--- src/rtl/ps_pkg.sv ---
package ps_pkg;

    typedef struct packed {
        logic irq;
        logic ovr;
    } ps_flags_t;

    // Shortest legal integration window, 100 microseconds, in clock cycles.
    function automatic int ps_min_cycles(input int clk_hz);
        return clk_hz / 10000;
    endfunction

endpackage

--- src/rtl/ps_edge_sync.sv ---
module ps_edge_sync #(
    parameter int W = 1,
    parameter int STAGES = 2,
    parameter logic [W-1:0] RST_VAL = '0
) (
    input  logic         clk,
    input  logic         rst_n,
    input  logic [W-1:0] din,
    output logic [W-1:0] lvl,
    output logic [W-1:0] prev
);

    typedef logic [STAGES:0][W-1:0] pipe_t;
    pipe_t pipe_d, pipe_q;

    always_comb begin
        pipe_d[0] = din;
        for (int i = 1; i <= STAGES; i++) begin
            pipe_d[i] = pipe_q[i-1];
        end
    end

    always_ff @(posedge clk) begin
        if (!rst_n) pipe_q <= {(STAGES+1){RST_VAL}};
        else        pipe_q <= pipe_d;
    end

    assign lvl  = pipe_q[STAGES-1];
    assign prev = pipe_q[STAGES];

    for (genvar b = 0; b < W; b++) begin : g_chk

        single_rise_chk: assert property (@(posedge clk) disable iff (!rst_n)
            (lvl[b] && !prev[b]) |=> !(lvl[b] && !prev[b]));
    end

endmodule

--- src/rtl/ps_period_timer.sv ---
module ps_period_timer #(
    parameter int PW = 32,
    parameter int MIN_CYC = 25000
) (
    input  logic          clk,
    input  logic          rst_n,
    input  logic          run,
    input  logic [PW-1:0] period_cycles,
    output logic          tick
);

    localparam logic [PW-1:0] FLOOR = PW'(MIN_CYC);

    typedef struct packed {
        logic [PW-1:0] cnt;
    } tmr_t;

    tmr_t s_d, s_q;
    logic [PW-1:0] per_eff;
    logic [PW-1:0] last_idx;

    always_comb begin
        per_eff  = (period_cycles < FLOOR) ? FLOOR : period_cycles;
        last_idx = per_eff - 1'b1;
        tick     = run && (s_q.cnt >= last_idx);
        s_d      = s_q;
        if (!run)      s_d.cnt = '0;
        else if (tick) s_d.cnt = '0;
        else           s_d.cnt = s_q.cnt + 1'b1;
    end

    always_ff @(posedge clk) begin
        if (!rst_n) s_q <= '0;
        else        s_q <= s_d;
    end

    // Checker-side count of cycles since the last window end.
    logic [PW-1:0] since_q;
    always_ff @(posedge clk) begin
        if (!rst_n || !run || tick) since_q <= '0;
        else if (since_q != '1)     since_q <= since_q + 1'b1;
    end


    min_window_chk: assert property (@(posedge clk) disable iff (!rst_n)
        tick |-> (since_q >= FLOOR - 1'b1));

endmodule

--- src/rtl/ps_chan_counter.sv ---
module ps_chan_counter #(
    parameter int CW = 32,
    parameter int STEP = 5
) (
    input  logic          clk,
    input  logic          rst_n,
    input  logic          run,
    input  logic          tick,
    input  logic          hit,
    output logic [CW-1:0] held
);

    localparam int RW = $clog2(STEP);
    localparam int TW = CW + RW + 1;
    localparam logic [RW-1:0] LAST = RW'(STEP - 1);

    typedef struct packed {
        logic [CW-1:0] steps;
        logic [RW-1:0] res;
        logic [CW-1:0] held;
    } chan_t;

    chan_t s_d, s_q;
    logic [CW-1:0] base;

    always_comb begin
        s_d  = s_q;
        base = tick ? '0 : s_q.steps;
        if (!run) begin
            s_d.steps = '0;
            s_d.res   = '0;
        end else begin
            s_d.steps = base;
            if (hit) begin
                if (s_q.res == LAST) begin
                    s_d.res   = '0;
                    s_d.steps = base + 1'b1;
                end else begin
                    s_d.res = s_q.res + 1'b1;
                end
            end
            if (tick) s_d.held = s_q.steps * CW'(STEP);
        end
    end

    always_ff @(posedge clk) begin
        if (!rst_n) s_q <= '0;
        else        s_q <= s_d;
    end

    assign held = s_q.held;

    logic [TW-1:0] tot_w;
    assign tot_w = TW'(s_q.steps) * TW'(STEP) + TW'(s_q.res);


    accumulate_chk: assert property (@(posedge clk) disable iff (!rst_n)
        (run && $past(run) && !$past(tick)) |-> (tot_w == $past(tot_w) + TW'($past(hit))));


    carry_boundary_chk: assert property (@(posedge clk) disable iff (!rst_n)
        (run && $past(run) && $past(tick)) |-> (tot_w == TW'($past(s_q.res)) + TW'($past(hit))));

endmodule

--- src/rtl/ps_shift_out.sv ---
module ps_shift_out #(
    parameter int TOT = 320,
    parameter int SYNC_STAGES = 2
) (
    input  logic           clk,
    input  logic           rst_n,
    input  logic [TOT-1:0] frame,
    input  logic           sclk,
    input  logic           cs_n,
    output logic           sdo
);

    typedef struct packed {
        logic [TOT-1:0] sh;
        logic           act;
    } shf_t;

    shf_t s_d, s_q;
    logic [1:0] h_lvl, h_prev;
    logic cs_fall, sclk_fall;

    ps_edge_sync #(.W(2), .STAGES(SYNC_STAGES), .RST_VAL(2'b10)) u_host_sync (
        .clk  (clk),
        .rst_n(rst_n),
        .din  ({cs_n, sclk}),
        .lvl  (h_lvl),
        .prev (h_prev)
    );

    assign cs_fall   = h_prev[1] && !h_lvl[1];
    assign sclk_fall = h_prev[0] && !h_lvl[0];

    always_comb begin
        s_d = s_q;
        if (h_lvl[1]) begin
            s_d.act = 1'b0;
        end else if (cs_fall) begin
            s_d.sh  = frame;
            s_d.act = 1'b1;
        end else if (s_q.act && sclk_fall) begin
            s_d.sh = {s_q.sh[TOT-2:0], 1'b0};
        end
    end

    always_ff @(posedge clk) begin
        if (!rst_n) s_q <= '0;
        else        s_q <= s_d;
    end

    assign sdo = s_q.act & s_q.sh[TOT-1];


    idle_low_chk: assert property (@(posedge clk) disable iff (!rst_n)
        h_lvl[1] |=> !sdo);


    first_bit_chk: assert property (@(posedge clk) disable iff (!rst_n)
        cs_fall |=> (sdo == $past(frame[TOT-1])));

endmodule

--- src/rtl/gated_scaler.sv ---
module gated_scaler
    import ps_pkg::*;
#(
    parameter int NCH = 10,
    parameter int CW = 32,
    parameter int PW = 32,
    parameter int CLK_HZ = 250_000_000,
    parameter int STEP = 5,
    parameter int SYNC_STAGES = 2
) (
    input  logic           clk,
    input  logic           rst_n,
    input  logic           run,
    input  logic [PW-1:0]  period_cycles,
    input  logic [NCH-1:0] pulse_in,
    output logic           irq,
    input  logic           irq_ack,
    output logic           overrun,
    input  logic           sclk,
    input  logic           cs_n,
    output logic           sdo
);

    localparam int MIN_CYC = ps_min_cycles(CLK_HZ);
    localparam int TOT = NCH * CW;

    logic [NCH-1:0] p_lvl, p_prev, p_rise;
    logic           tick;
    logic [CW-1:0]  held [NCH];
    logic [TOT-1:0] frame;
    ps_flags_t      f_d, f_q;

    ps_edge_sync #(.W(NCH), .STAGES(SYNC_STAGES), .RST_VAL('0)) u_pulse_sync (
        .clk  (clk),
        .rst_n(rst_n),
        .din  (pulse_in),
        .lvl  (p_lvl),
        .prev (p_prev)
    );

    assign p_rise = p_lvl & ~p_prev;

    ps_period_timer #(.PW(PW), .MIN_CYC(MIN_CYC)) u_timer (
        .clk          (clk),
        .rst_n        (rst_n),
        .run          (run),
        .period_cycles(period_cycles),
        .tick         (tick)
    );

    for (genvar c = 0; c < NCH; c++) begin : g_chan
        ps_chan_counter #(.CW(CW), .STEP(STEP)) u_chan (
            .clk  (clk),
            .rst_n(rst_n),
            .run  (run),
            .tick (tick),
            .hit  (p_rise[c]),
            .held (held[c])
        );
        assign frame[(NCH-1-c)*CW +: CW] = held[c];
    end

    always_comb begin
        f_d = f_q;
        if (tick) begin
            f_d.irq = 1'b1;
            f_d.ovr = f_q.ovr | (f_q.irq & ~irq_ack);
        end else if (irq_ack) begin
            f_d = '0;
        end
    end

    always_ff @(posedge clk) begin
        if (!rst_n) f_q <= '0;
        else        f_q <= f_d;
    end

    assign irq     = f_q.irq;
    assign overrun = f_q.ovr;

    ps_shift_out #(.TOT(TOT), .SYNC_STAGES(SYNC_STAGES)) u_shift (
        .clk  (clk),
        .rst_n(rst_n),
        .frame(frame),
        .sclk (sclk),
        .cs_n (cs_n),
        .sdo  (sdo)
    );


    irq_source_chk: assert property (@(posedge clk) disable iff (!rst_n)
        $rose(irq) |-> $past(tick));


    overrun_source_chk: assert property (@(posedge clk) disable iff (!rst_n)
        $rose(overrun) |-> ($past(tick) && $past(irq)));

endmodule

--- config.mk ---
export PLATFORM = sky130hd
export DESIGN_NAME = gated_scaler
export DESIGN_NICKNAME = d
export VERILOG_FILES = /design/src/rtl/ps_pkg.sv /design/src/rtl/ps_edge_sync.sv /design/src/rtl/ps_period_timer.sv /design/src/rtl/ps_chan_counter.sv /design/src/rtl/ps_shift_out.sv /design/src/rtl/gated_scaler.sv
export SDC_FILE = /design/constraint.sdc
export NUM_CORES = 2
export LEC_CHECK = 0
export ABC_AREA = 1
export ABC_CLOCK_PERIOD_IN_PS = 5800
export BUFFER_PORTS_ARGS = -buffer_cell sky130_fd_sc_hd__buf_2
export CORE_MARGIN = 10
export CORE_UTILIZATION = 50
export CTS_CLUSTER_DIAMETER = 100
export CTS_CLUSTER_SIZE = 8
export DETAILED_ROUTE_END_ITERATION = 12
export PLACE_DENSITY = 0.73
export SETUP_SLACK_MARGIN = 0.4
export SYNTH_ARGS = -nofsm -noshare
export SYNTH_HDL_FRONTEND = slang
export SYNTH_SLANG_ARGS = --single-unit
--- constraint.sdc ---
create_clock -name clk -period 5.8 [get_ports clk]
set_input_delay 0.58 -clock clk [delete_from_list [all_inputs] [get_ports clk]]
set_output_delay 0.58 -clock clk [all_outputs]
set_load 0.02 [all_outputs]
==> impl_metrics.csv <==
group,metric,value,unit
outcome,status,"finished clean",
critical_path,path_buf_inv,5,
clock_tree,clk_pin_slew_worst_paths,50,ps
hold_path,hold_class,"input port to flip-flop",
routing,drt-pass1-iter-count,6,
routing,drc_errors,0,
critical_path,critPathMostFrequentCell,"nand2_1",
timing,worst_slack,785.6,ps
timing,finalSetupTns,0,ps
layout,layout-drive-gt1-share,0.06336,
clock_tree,cts_root_buf,"clkbuf_16",
clock_tree,htree_levels,4,
placed_design,gp_congestion,0.9013,
layout,diodes,0,
critical_path,critPathKind,"input port to flip-flop",
timing,hold_viol,0,
global_route,grt_pass1_wl,285100,µm
logic_synthesis,synth_edf_count,0,
logic_synthesis,syn_nets,10020,
logic_synthesis,syn_inst,9329,
timing,finClkSkew,56.83,ps
floorplan,die_x,383.6,µm
layout,syn_to_final_growth,10.84,%
floorplan,coreArea,0.1315,mm²
critical_path,worst-path-stages,30,
global_route,antenna_found_initial,1,
critical_path,rr_worst_depth,20,
global_route,grt_max_degree,229,
routing,vias,62510,
clock_tree,numCtsBuffers,150,
timing,relSlewSlack,0.3171,
clock_tree,clock_latency,800,ps
critical_path,end_kind,"flip-flop",
logic_synthesis,syn-cell-area,0.06611,mm²
hold_path,min_to,"u_pulse_sync.pipe_d[17]",
timing,post-route-period-util,0.8646,
logic_synthesis,synthTopCellsByArea,"dfxtp_1 (32%), ha_1 (12%), nand2_1 (8.4%)",
global_route,grt-ovfl-total,0,
floorplan,pin_count,51,
placed_design,hpwl,117500,µm
placed_design,io_buffers,50,
layout,fin_nets,10070,
floorplan,start_util,0.5029,
critical_path,rrSetupSlack,2410,ps
floorplan,die_h,383.6,µm
floorplan,die-area,0.1472,mm²
routing,routed_wirelength,168200,µm
critical_path,r2r-start,"u_timer.s_q[5]",
layout,layout_common_cells,"nand2_1 (1483), nor2_1 (1332), dfxtp_1 (1060)",
clock_tree,cts_tree,"built",
routing,drt_iter0_drc,3864,
logic_synthesis,synth.top_cell.area_share,0.3213,
placed_design,pre_cts_slack,64.16,ps
logic_synthesis,async_flop_share,0,
logic_synthesis,yosysSeqAreaShare,0.3213,
critical_path,crit_required,6420,ps
pwr,power.leakage,30.36,nW
layout,final_common_cell,"nand2_1",
routing,antenna_left,0,
hold_path,hold_depth,3,
timing,rsz0062_at_grt,"yes",
timing,slew_viol_final,0,
clock_tree,cts.sinks,1061,
pwr,ir_drop,0.2385,mV
logic_synthesis,yosysTopAreaCell,"dfxtp_1",
timing,layout_min_cycle_time,5014,ps
critical_path,slowest_stage,"nor4_2",
global_route,first_global_vias,59690,
routing,wl_per_cell,15.09,µm
timing,tightest_slew,1024,ps
routing,drt-vias-per-instance,5.609,
logic_synthesis,ys_seq_elements,1061,
job,cap_violations,0,
critical_path,arrival,5630,ps
hold_path,min-delay-start,"pulse_in[7]",
global_route,grt_usage,0.2221,
critical_path,worstSetupStartpointType,"input port",
clock_tree,max-clock-path-buffers,3,
critical_path,crit_family,"simple AND/OR/NAND/NOR gates",
critical_path,cp_max_fo,26,
critical_path,cpPeakStageDelay,300,ps
logic_synthesis,synth_cell_types,54,
critical_path,rr_endpoint,"g_chan[6].u_chan.s_q[51]",
timing,setup_viol,0,
floorplan,rows,133,
pwr,p_per_area,220.1,mW/mm²
timing,fmax,199.4,MHz
logic_synthesis,synthFlopType,"dfxtp_1",
logic_synthesis,yosysWarnings,0,
layout,fillers,12550,
logic_synthesis,syn_area_per_cell,7.087,µm²
## how the worst max path moves through the flow
stage | start | endpoint
6_report | period_cycles[26] | g_chan[6].u_chan.s_q[51]
5_1_grt | period_cycles[29] | g_chan[8].u_chan.s_q[63]
4_1_cts | period_cycles[29] | g_chan[6].u_chan.s_q[61]
3_5_place_dp | period_cycles[29] | g_chan[0].u_chan.s_q[66]
3_3_place_gp | period_cycles[21] | g_chan[0].u_chan.s_q[66]
2_1_floorplan | period_cycles[27] | g_chan[8].u_chan.s_q[63]
## synth_stat cells (37+ instances only)
| cell | number |
|---|---|
| nand2_1 | 1486 |
| nor2_1 | 1346 |
| dfxtp_1 | 1061 |
| a21oi_1 | 904 |
| inv_1 | 766 |
| nand3_1 | 763 |
| ha_1 | 634 |
| o21ai_0 | 573 |
| clkbuf_1 | 290 |
| a311oi_1 | 214 |
| nor3_1 | 209 |
| xor2_1 | 188 |
| xnor2_1 | 131 |
| a211oi_1 | 118 |
| nand4_1 | 105 |
| buf_2 | 64 |
| nor2_2 | 55 |
| o21a_1 | 38 |
| o211ai_1 | 37 |
## final cells by class
class,instances,area [µm²],area share
Multi-Input combinational cell,7088,40320,0.5502
Tap cell,1755,2196,0.02996
Timing Repair Buffer,304,2499,0.03410
Sequential cell,1061,21240,0.2899
Clock inverter,14,304.0,0.004149
Inverter,771,2914,0.03976
Clock buffer,153,3807,0.05195
## what timing repair did
item                                    in CTS  in global routing
hold endpoints to repair                    11                  0
buffers inserted                             0                  5
gates resized for setup                      0                 28
endpoints found under the setup margin       0                195
hold buffers                                11                  0
## worst min-delay path, cell delays in order
cell	delay, ps
buf_2	110
nand2_1	60
inv_1	50
## kinds of logic after synthesis
logic type               Yosys count  synth area share
AO/OA/AOI/OAI                   2030            0.1784
XOR/XNOR                         319           0.04226
adder cells (fa/ha/maj)          644            0.1230
buffers and inverters           1180           0.07093
flip-flops                      1061            0.3213
AND/OR/NAND/NOR                 4095            0.2641
## per-layer routing
layer | share of wire | vias up | wire length [µm] | GRT usage
met4 | 0.025 | 0 | 4146 | 0.07369
met1 | 0.47 | 28960 | 78550 | 0.2921
met3 | 0.043 | 297 | 7164 | 0.02609
met5 | 0 | - | 0 | 0
met2 | 0.47 | 1367 | 78310 | 0.3756
li1 | - | 31890 | - | -
## report_power, final
group / switching [mW] / internal [mW]
Clock: 3.34 / 4.66
Sequential: 0.0711 / 7.43
Combinational: 0.434 / 0.197
Total: 3.84 / 12.3
## state kept, by name, indices dropped and copies added, names as in the netlist
register,cells
u_shift.u_host_sync.prev,2
u_pulse_sync.lvl,10
g_chan.u_chan.held,320
u_pulse_sync.prev,10
overrun,1
g_chan.u_chan.s_q,350
u_shift.u_host_sync.lvl,2
irq,1
u_shift.u_host_sync.pipe_d,2
u_shift.s_q,321
u_pulse_sync.pipe_d,10
u_timer.s_q,32
## stage by stage
step                cells    util  hold slack (ps)  power [mW]  area [µm²]
detailed placement  10960  0.5240            402.2       8.267       68880
global route        11150  0.5574            64.80       16.69       73280
CTS                 11140  0.5561            22.86       16.30       73110
floorplan            9329       -            390.5       8.082       66130
global placement    10960  0.5240            404.8       8.247       68880
finish              11150  0.5574            67.53       16.13       73280
(Power assumes the default switching activity.)
